## config.mk

```make
export PLATFORM = sky130hd
export DESIGN_NAME = zf_alu
export DESIGN_NICKNAME = d
export VERILOG_FILES = /design/src/rtl/zf_alu_pkg.sv /design/src/rtl/zf_alu_addsub.sv /design/src/rtl/zf_alu_logic.sv /design/src/rtl/zf_alu_slt.sv /design/src/rtl/zf_alu.sv
export SDC_FILE = /design/constraint.sdc
export NUM_CORES = 1
export LEC_CHECK = 0
export ABC_AREA = 1
export BUFFER_PORTS_ARGS = -buffer_cell sky130_fd_sc_hd__buf_4
export CAP_MARGIN = 40
export CORE_UTILIZATION = 54
export DETAILED_ROUTE_END_ITERATION = 10
export MAX_ROUTING_LAYER = met4
export PLACE_DENSITY_LB_ADDON = 0.12
export SLEW_MARGIN = 20
export SYNTH_ARGS = -nofsm -noshare
export SYNTH_HDL_FRONTEND = slang
export SYNTH_HIERARCHICAL = 1
export SYNTH_SLANG_ARGS = --single-unit
export TNS_END_PERCENT = 10
```

## constraint.sdc

```tcl
create_clock -name vclk -period 2.9
set_input_delay 0.29 -clock vclk [all_inputs]
set_output_delay 0.29 -clock vclk [all_outputs]
set_load 0.02 [all_outputs]
```

## src/rtl/zf_alu_pkg.sv

```systemverilog
package zf_alu_pkg;
  localparam int unsigned OP_W = 4;

  typedef enum logic [OP_W-1:0] {
    OP_AND = 4'b0000,
    OP_OR  = 4'b0001,
    OP_ADD = 4'b0010,
    OP_SUB = 4'b0110,
    OP_SLT = 4'b0111,
    OP_NOR = 4'b1100
  } alu_op_e;
endpackage

```

## src/rtl/zf_alu_addsub.sv

```systemverilog
module zf_alu_addsub #(
  parameter int unsigned DATA_W = 32
) (
  input  logic [DATA_W-1:0] a_i,
  input  logic [DATA_W-1:0] b_i,
  input  logic              sub_i,
  output logic [DATA_W-1:0] sum_o
);
  logic [DATA_W-1:0] b_eff;

  // one adder for both: a + ~b + 1 when subtracting
  assign b_eff = sub_i ? ~b_i : b_i;
  assign sum_o = a_i + b_eff + {{(DATA_W-1){1'b0}}, sub_i};
endmodule

```

## src/rtl/zf_alu_logic.sv

```systemverilog
module zf_alu_logic #(
  parameter int unsigned DATA_W = 32
) (
  input  logic [DATA_W-1:0] a_i,
  input  logic [DATA_W-1:0] b_i,
  output logic [DATA_W-1:0] and_o,
  output logic [DATA_W-1:0] or_o,
  output logic [DATA_W-1:0] nor_o
);
  for (genvar g = 0; g < DATA_W; g++) begin : g_bit
    assign and_o[g] = a_i[g] & b_i[g];
    assign or_o[g]  = a_i[g] | b_i[g];
    assign nor_o[g] = ~(a_i[g] | b_i[g]);
  end
endmodule

```

## src/rtl/zf_alu_slt.sv

```systemverilog
module zf_alu_slt #(
  parameter int unsigned DATA_W = 32
) (
  input  logic              a_sign_i,
  input  logic              b_sign_i,
  input  logic [DATA_W-1:0] diff_i,
  output logic [DATA_W-1:0] slt_o
);
  localparam int unsigned MSB = DATA_W - 1;
  logic lt;

  // differing signs: the negative operand is smaller, which avoids the overflowed difference
  assign lt    = (a_sign_i ^ b_sign_i) ? a_sign_i : diff_i[MSB];
  assign slt_o = {{(DATA_W-1){1'b0}}, lt};
endmodule

```

## src/rtl/zf_alu.sv

```systemverilog
module zf_alu
  import zf_alu_pkg::*;
#(
  parameter int unsigned DATA_W = 32
) (
  input  logic [DATA_W-1:0] a_i,
  input  logic [DATA_W-1:0] b_i,
  input  logic [OP_W-1:0]   op_i,
  output logic [DATA_W-1:0] res_o,
  output logic              zero_o
);
  localparam int unsigned MSB = DATA_W - 1;

  logic [DATA_W-1:0] sum, and_v, or_v, nor_v, slt_v;
  logic              use_sub;

  // the compare reuses the subtractor
  assign use_sub = (op_i == OP_SUB) || (op_i == OP_SLT);

  zf_alu_addsub #(.DATA_W(DATA_W)) i_addsub (
    .a_i   (a_i),
    .b_i   (b_i),
    .sub_i (use_sub),
    .sum_o (sum)
  );

  zf_alu_logic #(.DATA_W(DATA_W)) i_logic (
    .a_i   (a_i),
    .b_i   (b_i),
    .and_o (and_v),
    .or_o  (or_v),
    .nor_o (nor_v)
  );

  zf_alu_slt #(.DATA_W(DATA_W)) i_slt (
    .a_sign_i (a_i[MSB]),
    .b_sign_i (b_i[MSB]),
    .diff_i   (sum),
    .slt_o    (slt_v)
  );

  always_comb begin
    unique case (op_i)
      OP_AND:  res_o = and_v;
      OP_OR:   res_o = or_v;
      OP_ADD,
      OP_SUB:  res_o = sum;
      OP_SLT:  res_o = slt_v;
      OP_NOR:  res_o = nor_v;
      default: res_o = '0;
    endcase
  end

  assign zero_o = ~|res_o;

  always_comb begin

    and_no_extra_bits_chk: assert (op_i != OP_AND || (res_o & ~(a_i & b_i)) == '0);

    or_covers_a_chk: assert (op_i != OP_OR || (res_o & a_i) == a_i);

    add_inverse_zero_chk: assert (op_i != OP_ADD || a_i != (~b_i + 1'b1) || zero_o);

    sub_equal_zero_chk: assert (op_i != OP_SUB || a_i != b_i || zero_o);

    slt_upper_clear_chk: assert (op_i != OP_SLT || res_o[MSB:1] == '0);

    slt_signed_chk: assert (op_i != OP_SLT || res_o[0] == ($signed(a_i) < $signed(b_i)));

    nor_disjoint_chk: assert (op_i != OP_NOR || (res_o & (a_i | b_i)) == '0);

    unused_code_zero_chk: assert (!(op_i inside {4'b0011, 4'b0100, 4'b0101, 4'b1000, 4'b1001,
                                                 4'b1010, 4'b1011, 4'b1101, 4'b1110, 4'b1111})
                                  || zero_o);
  end
endmodule

```

==> impl_metrics.json, run 1 <==
{
  "status": "finished, violations left",
  "violations": "setup timing",
  "die_h_um": 100,
  "grt.overflow.total": 0,
  "hpwl_um": 15300,
  "wl_met3_um": 2030,
  "routed_wirelength_um": 22500,
  "place_area_um2": 7350,
  "layout-drive-gt1-share_pct": 31.7,
  "crit_slowest_cell": "ha_1",
  "routabilityCongestion": 1.04,
  "cp_common_cell": "nand2_1",
  "drtIter0Drc": 605,
  "synthMuxAreaShare_pct": 0,
  "synth_xor_area_share_pct": 7.92,
  "slew-limit-headroom_pct": 39.8,
  "fmax_ghz": 0.253,
  "avgViaCountPerCell": 5.20,
  "synth-simple-area-share_pct": 53.5,
  "worst_hold_slack_ns": 1.18,
  "power.total_mw": 1.86,
  "hold_violations": 0,
  "maxCapViolCount": 0,
  "avgSynthCellArea_um2": 4.66,
  "leakage_nw": 5.18,
  "nClkBuffers": 0,
  "antenna_found_initial": 0,
  "die_x_um": 100,
  "yosys.area.top_type_share_pct": 30.0,
  "final_cell_area_um2": 7950,
  "layout.area.seq_um2": 0,
  "fill_cells": 598,
  "synth_top_family_by_area": "simple AND/OR/NAND/NOR gates",
  "start_util_pct": 56.0,
  "drt-met1-wl_um": 8010,
  "dr.pass1.iters": 5,
  "worstSetupStartpointType": "primary input",
  "grt_pass1_wl_um": 29900,
  "setup_viol": 31,
  "wl_per_cell_um": 14.8,
  "holdPathStages": 7,
  "ir_drop_uv": 136,
  "cp.buffers_inverters": 8,
  "hold_end": "res_o[30]",
  "nFlopsAndLatches": 0,
  "synth_area_um2": 5200,
  "crit_family": "simple AND/OR/NAND/NOR gates",
  "syn_inst": 1116,
  "rsz0062_at_grt": "yes",
  "rows": 35,
  "antenna_cells": 0,
  "core_area_um2": 9280,
  "grt.total_usage_pct": 38.1,
  "area_growth_pct": 52.9,
  "utilization_pct": 85.6,
  "hp-start": "a_i[30]",
  "dp_slack_ns": -0.774,
  "multi_input_comb_area_um2": 4490,
  "synth-compound-area-share_pct": 5.68,
  "yosysMostFrequentCell": "nand2_1",
  "port_buffers": 101,
  "path_class": "in2out",
  "worst_slew_pin_slew_ns": 0.902,
  "cp_max_fo": 6,
  "hold_class": "in2out",
  "via_count": 7908,
  "post-place-cells": 1507,
  "cp-end-kind": "primary output",
  "ys_seq_area_share_pct": 0,
  "fin_crit_ns": 3.95,
  "powerDensity_nw_per_um2": 234,
  "route.met2.wl_um": 10500,
  "required_ns": 2.61,
  "dieArea_um2": 10000,
  "synth_cell_types": 30,
  "topRoutingLayerUsed": "met4",
  "synth.area.top_cells": "nand2_1, inv_1, nor2_1",
  "slew_violations": 0,
  "yosysTopAreaCell": "nand2_1",
  "postRouteAntennaNets": 0,
  "setup_slack_ns": -1.05,
  "synth_commonest_cells": "nand2_1, inv_1, nor2_1",
  "grt_max_degree": 27,
  "fin_nets": 1497,
  "setup_tns_ns": -13.99,
  "drcViolationCount": 0,
  "ios": 101,
  "arrival_ns": 3.66,
  "fin_crit_sh_pct": 136,
  "ys_warn_count": 6,
  "grt_pass1_vias": 6851,
  "instances_no_fill": 1522,
  "synth_fa_ha_area_share_pct": 8.33,
  "slowest_delay_ns": 0.32
}
-- cell families after synthesis --
kind of cell,Yosys count
simple gates,679
fa+ha+maj,34
other cells,1
xor+xnor,47
compound gates,55
buf+inv,300
-- worst min-delay path, cell delays in order --
cell     delay [ns]
buf_4          0.10
nand2_1        0.05
inv_1          0.04
nand2_1        0.05
nand2_2        0.11
buf_4          0.12
buf_4          0.12
-- power by group --
part	switching, mW	total [mW]	leakage [nW]	internal, mW
Combinational	1.04	1.86	5.18	0.814
Sequential	0	0	0	0
Clock	0	0	0	0
-- layout by cell type, fill, tap and decap left out, types with 9 or more instances in the layout --
master     n
nor2_2    23
conb_1    31
buf_6     12
buf_4    282
nand2_1  389
xor2_1    35
inv_2     15
nand2_2   36
a21oi_2   19
nor2_1   124
nand3_1   72
nand3_2   11
o21ai_0   12
xor2_2     9
ha_1      30
inv_1    225
a21oi_1   12
-- worst max path at each step --
stage	slack, ns	start	endpoint	cells after the start
2_1_floorplan	-0.38	op_i[3]	zero_o	30
3_3_place_gp	-0.66	op_i[3]	zero_o	28
3_5_place_dp	-0.77	op_i[3]	zero_o	28
4_1_cts	-0.67	op_i[3]	zero_o	28
5_1_grt	-1.16	op_i[3]	zero_o	31
6_report	-1.05	op_i[3]	zero_o	31
-- routing by layer --
layer,track usage (%),up-vias
li1,-,3769
met1,41.7,3438
met2,68.0,508
met3,3.41,193
met4,20.6,0
met5,-,-
-- what timing repair did --
action,in CTS,in global routing
buffers inserted,2,13
resized for setup,21,99
pin swaps,5,73
hold buffers,0,0
gates cloned,0,0
endpoints found under the setup margin,28,31
-- cell type report --
class | count | area share (%)
Timing Repair Buffer | 300 | 29.8
Multi-Input combinational cell | 846 | 56.5
Tap cell | 129 | 2.03
Inverter | 247 | 11.7
No activity file was read; power rests on OpenSTA's default activity.
==> inputs of run 2 (changes only) <==
--- a/config.mk
+++ b/config.mk
@@ -6,10 +6,12 @@
 export NUM_CORES = 1
 export LEC_CHECK = 0
 export ABC_AREA = 1
-export BUFFER_PORTS_ARGS = -buffer_cell sky130_fd_sc_hd__buf_4
 export CAP_MARGIN = 40
-export CORE_UTILIZATION = 54
+export CORE_ASPECT_RATIO = 0.7
+export CORE_MARGIN = 2
+export CORE_UTILIZATION = 62
 export DETAILED_ROUTE_END_ITERATION = 10
+export DONT_BUFFER_PORTS = 1
 export MAX_ROUTING_LAYER = met4
 export PLACE_DENSITY_LB_ADDON = 0.12
 export SLEW_MARGIN = 20
==> run 2 against run 1 <==
  * The flow still finishes with violations (setup timing)
  * Global-route usage grew 1.5 points
  * Combinational power shrank 12%
  * Count of clock-buffer cells in the layout is the same
  * First-iteration DRC count grew 21%
  * Flip-flop and latch count is the same
  * Power shrank 12%
  * Via count shrank 9.0%
  * Wire length shrank 12%
  * Fmax grew 11%
  * Non-clock buffer count shrank 123
  * Worst hold slack lost 0.23 ns
  * Sequential share of layout area is the same
  * Critical endpoint unchanged
  * Largest cell class unchanged
==> impl_metrics.json, run 2 (synthesized netlist as in run 1, its figures left out) <==
{
  "status": "finished, violations left",
  "violations": "setup timing",
  "grt.overflow.total": 0,
  "post-place-cells": 1341,
  "slew-limit-headroom_pct": 55.6,
  "routabilityCongestion": 1.04,
  "slowest_delay_ns": 0.29,
  "rsz0062_at_grt": "yes",
  "powerDensity_nw_per_um2": 234,
  "hold_violations": 0,
  "grt_util_met3_pct": 4.30,
  "routed_wirelength_um": 19800,
  "rows": 27,
  "wl_per_cell_um": 14.4,
  "setup_viol": 26,
  "arrival_ns": 3.28,
  "layout-drive-gt1-share_pct": 24.1,
  "cts-hold-fix-buffers": 0,
  "cp_max_fo": 6,
  "fin_crit_sh_pct": 123,
  "ios": 101,
  "layout.cells.most_common": "nand2_1",
  "grt.total_usage_pct": 39.6,
  "fill_cells": 483,
  "grt_max_degree": 33,
  "avgViaCountPerCell": 5.25,
  "nClkBuffers": 0,
  "area_growth_pct": 34.1,
  "crit_family": "simple AND/OR/NAND/NOR gates",
  "drtIter0Drc": 733,
  "die_h_um": 80.6,
  "dr.pass1.iters": 9,
  "slew_violations": 0,
  "fin_nets": 1374,
  "cp.buffers_inverters": 5,
  "worst_slew_pin_slew_ns": 0.664,
  "grt.met1_usage_pct": 50.7,
  "die_x_um": 113,
  "ir_drop_uv": 142,
  "start_util_pct": 64.9,
  "met2_usage_pct": 66.8,
  "dieArea_um2": 9150,
  "cp_common_cell": "nand2_1",
  "setup_slack_ns": -0.666,
  "hold_class": "in2out",
  "worst_hold_slack_ns": 0.946,
  "port_buffers": 0,
  "instances_no_fill": 1371,
  "layout.area.seq_um2": 0,
  "cp-end-kind": "primary output",
  "grt_pass1_vias": 6220,
  "drcViolationCount": 0,
  "path_class": "in2out",
  "nFlopsAndLatches": 0,
  "maxCapViolCount": 0,
  "final_cell_mix": "nand2_1, inv_1, buf_4",
  "fin_crit_ns": 3.57,
  "antenna_cells": 0,
  "worstSetupStartpointType": "primary input",
  "fmax_ghz": 0.280,
  "via_count": 7198,
  "antenna_found_initial": 0,
  "postRouteAntennaNets": 0,
  "crit_slowest_cell": "ha_1",
  "required_ns": 2.61,
  "leakage_nw": 4.55,
  "hpwl_um": 13600,
  "grt_pass1_wl_um": 28600,
  "grt.busiest_layer": "met2",
  "core_area_um2": 8010
}
-- run 2: worst paths after layout --
path	startpoint	end	slack, ns	depth (start not counted)
worst max-delay path	op_i[3]	zero_o	-0.67	29
worst min-delay path	a_i[2]	res_o[2]	0.95	6
-- run 2: stage by stage --
stage / setup slack, ns / power, mW / util, % / cell area (µm²) / TNS [ns]
final: -0.666 / 1.63 / 87.1 / 6970 / -6.04
after global routing: -0.909 / 1.76 / 87.1 / 6970 / -9.93
after CTS: -0.478 / 1.45 / 82.4 / 6600 / -2.09
after detailed placement: -0.631 / 1.35 / 78.6 / 6290 / -2.79
after global placement: -0.491 / 1.34 / 78.4 / 6280 / -1.66
after floorplan: -0.384 / 0.858 / - / 5340 / -0.384
-- run 2: where the power goes --
part | switching [mW] | total [mW] | internal (mW)
combinational | 0.909 | 1.63 | 0.720
clock | 0 | 0 | 0
sequential | 0 | 0 | 0
total | 0.909 | 1.63 | 0.720
-- run 2: what timing repair did --
action	4_1_cts	5_1_grt
resized for setup	56	46
setup endpoints to repair	21	26
endpoints found under the hold margin	0	0
pin swaps	30	54
buffers inserted	13	16
gates cloned	1	0
-- run 2: layout make-up --
type / count / area, µm² / area share [%]
Timing Repair Buffer: 177 / 1430 / 20.4
Tap cell: 101 / 126 / 1.81
Multi-Input combinational cell: 846 / 4480 / 64.3
Inverter: 247 / 940 / 13.5
-- run 2: metal layers --
metal	vias up	routed length, µm
met5	-	0
met4	0	690
met3	81	2300
met2	463	8800
met1	3145	8030
li1	3509	-
-- run 2: worst min-delay path, delay by kind of cell --
| family | cells | cell delay (ns) |
|---|---|---|
| and+or+nand+nor | 4 | 0.17 |
| buffers and inverters | 2 | 0.19 |
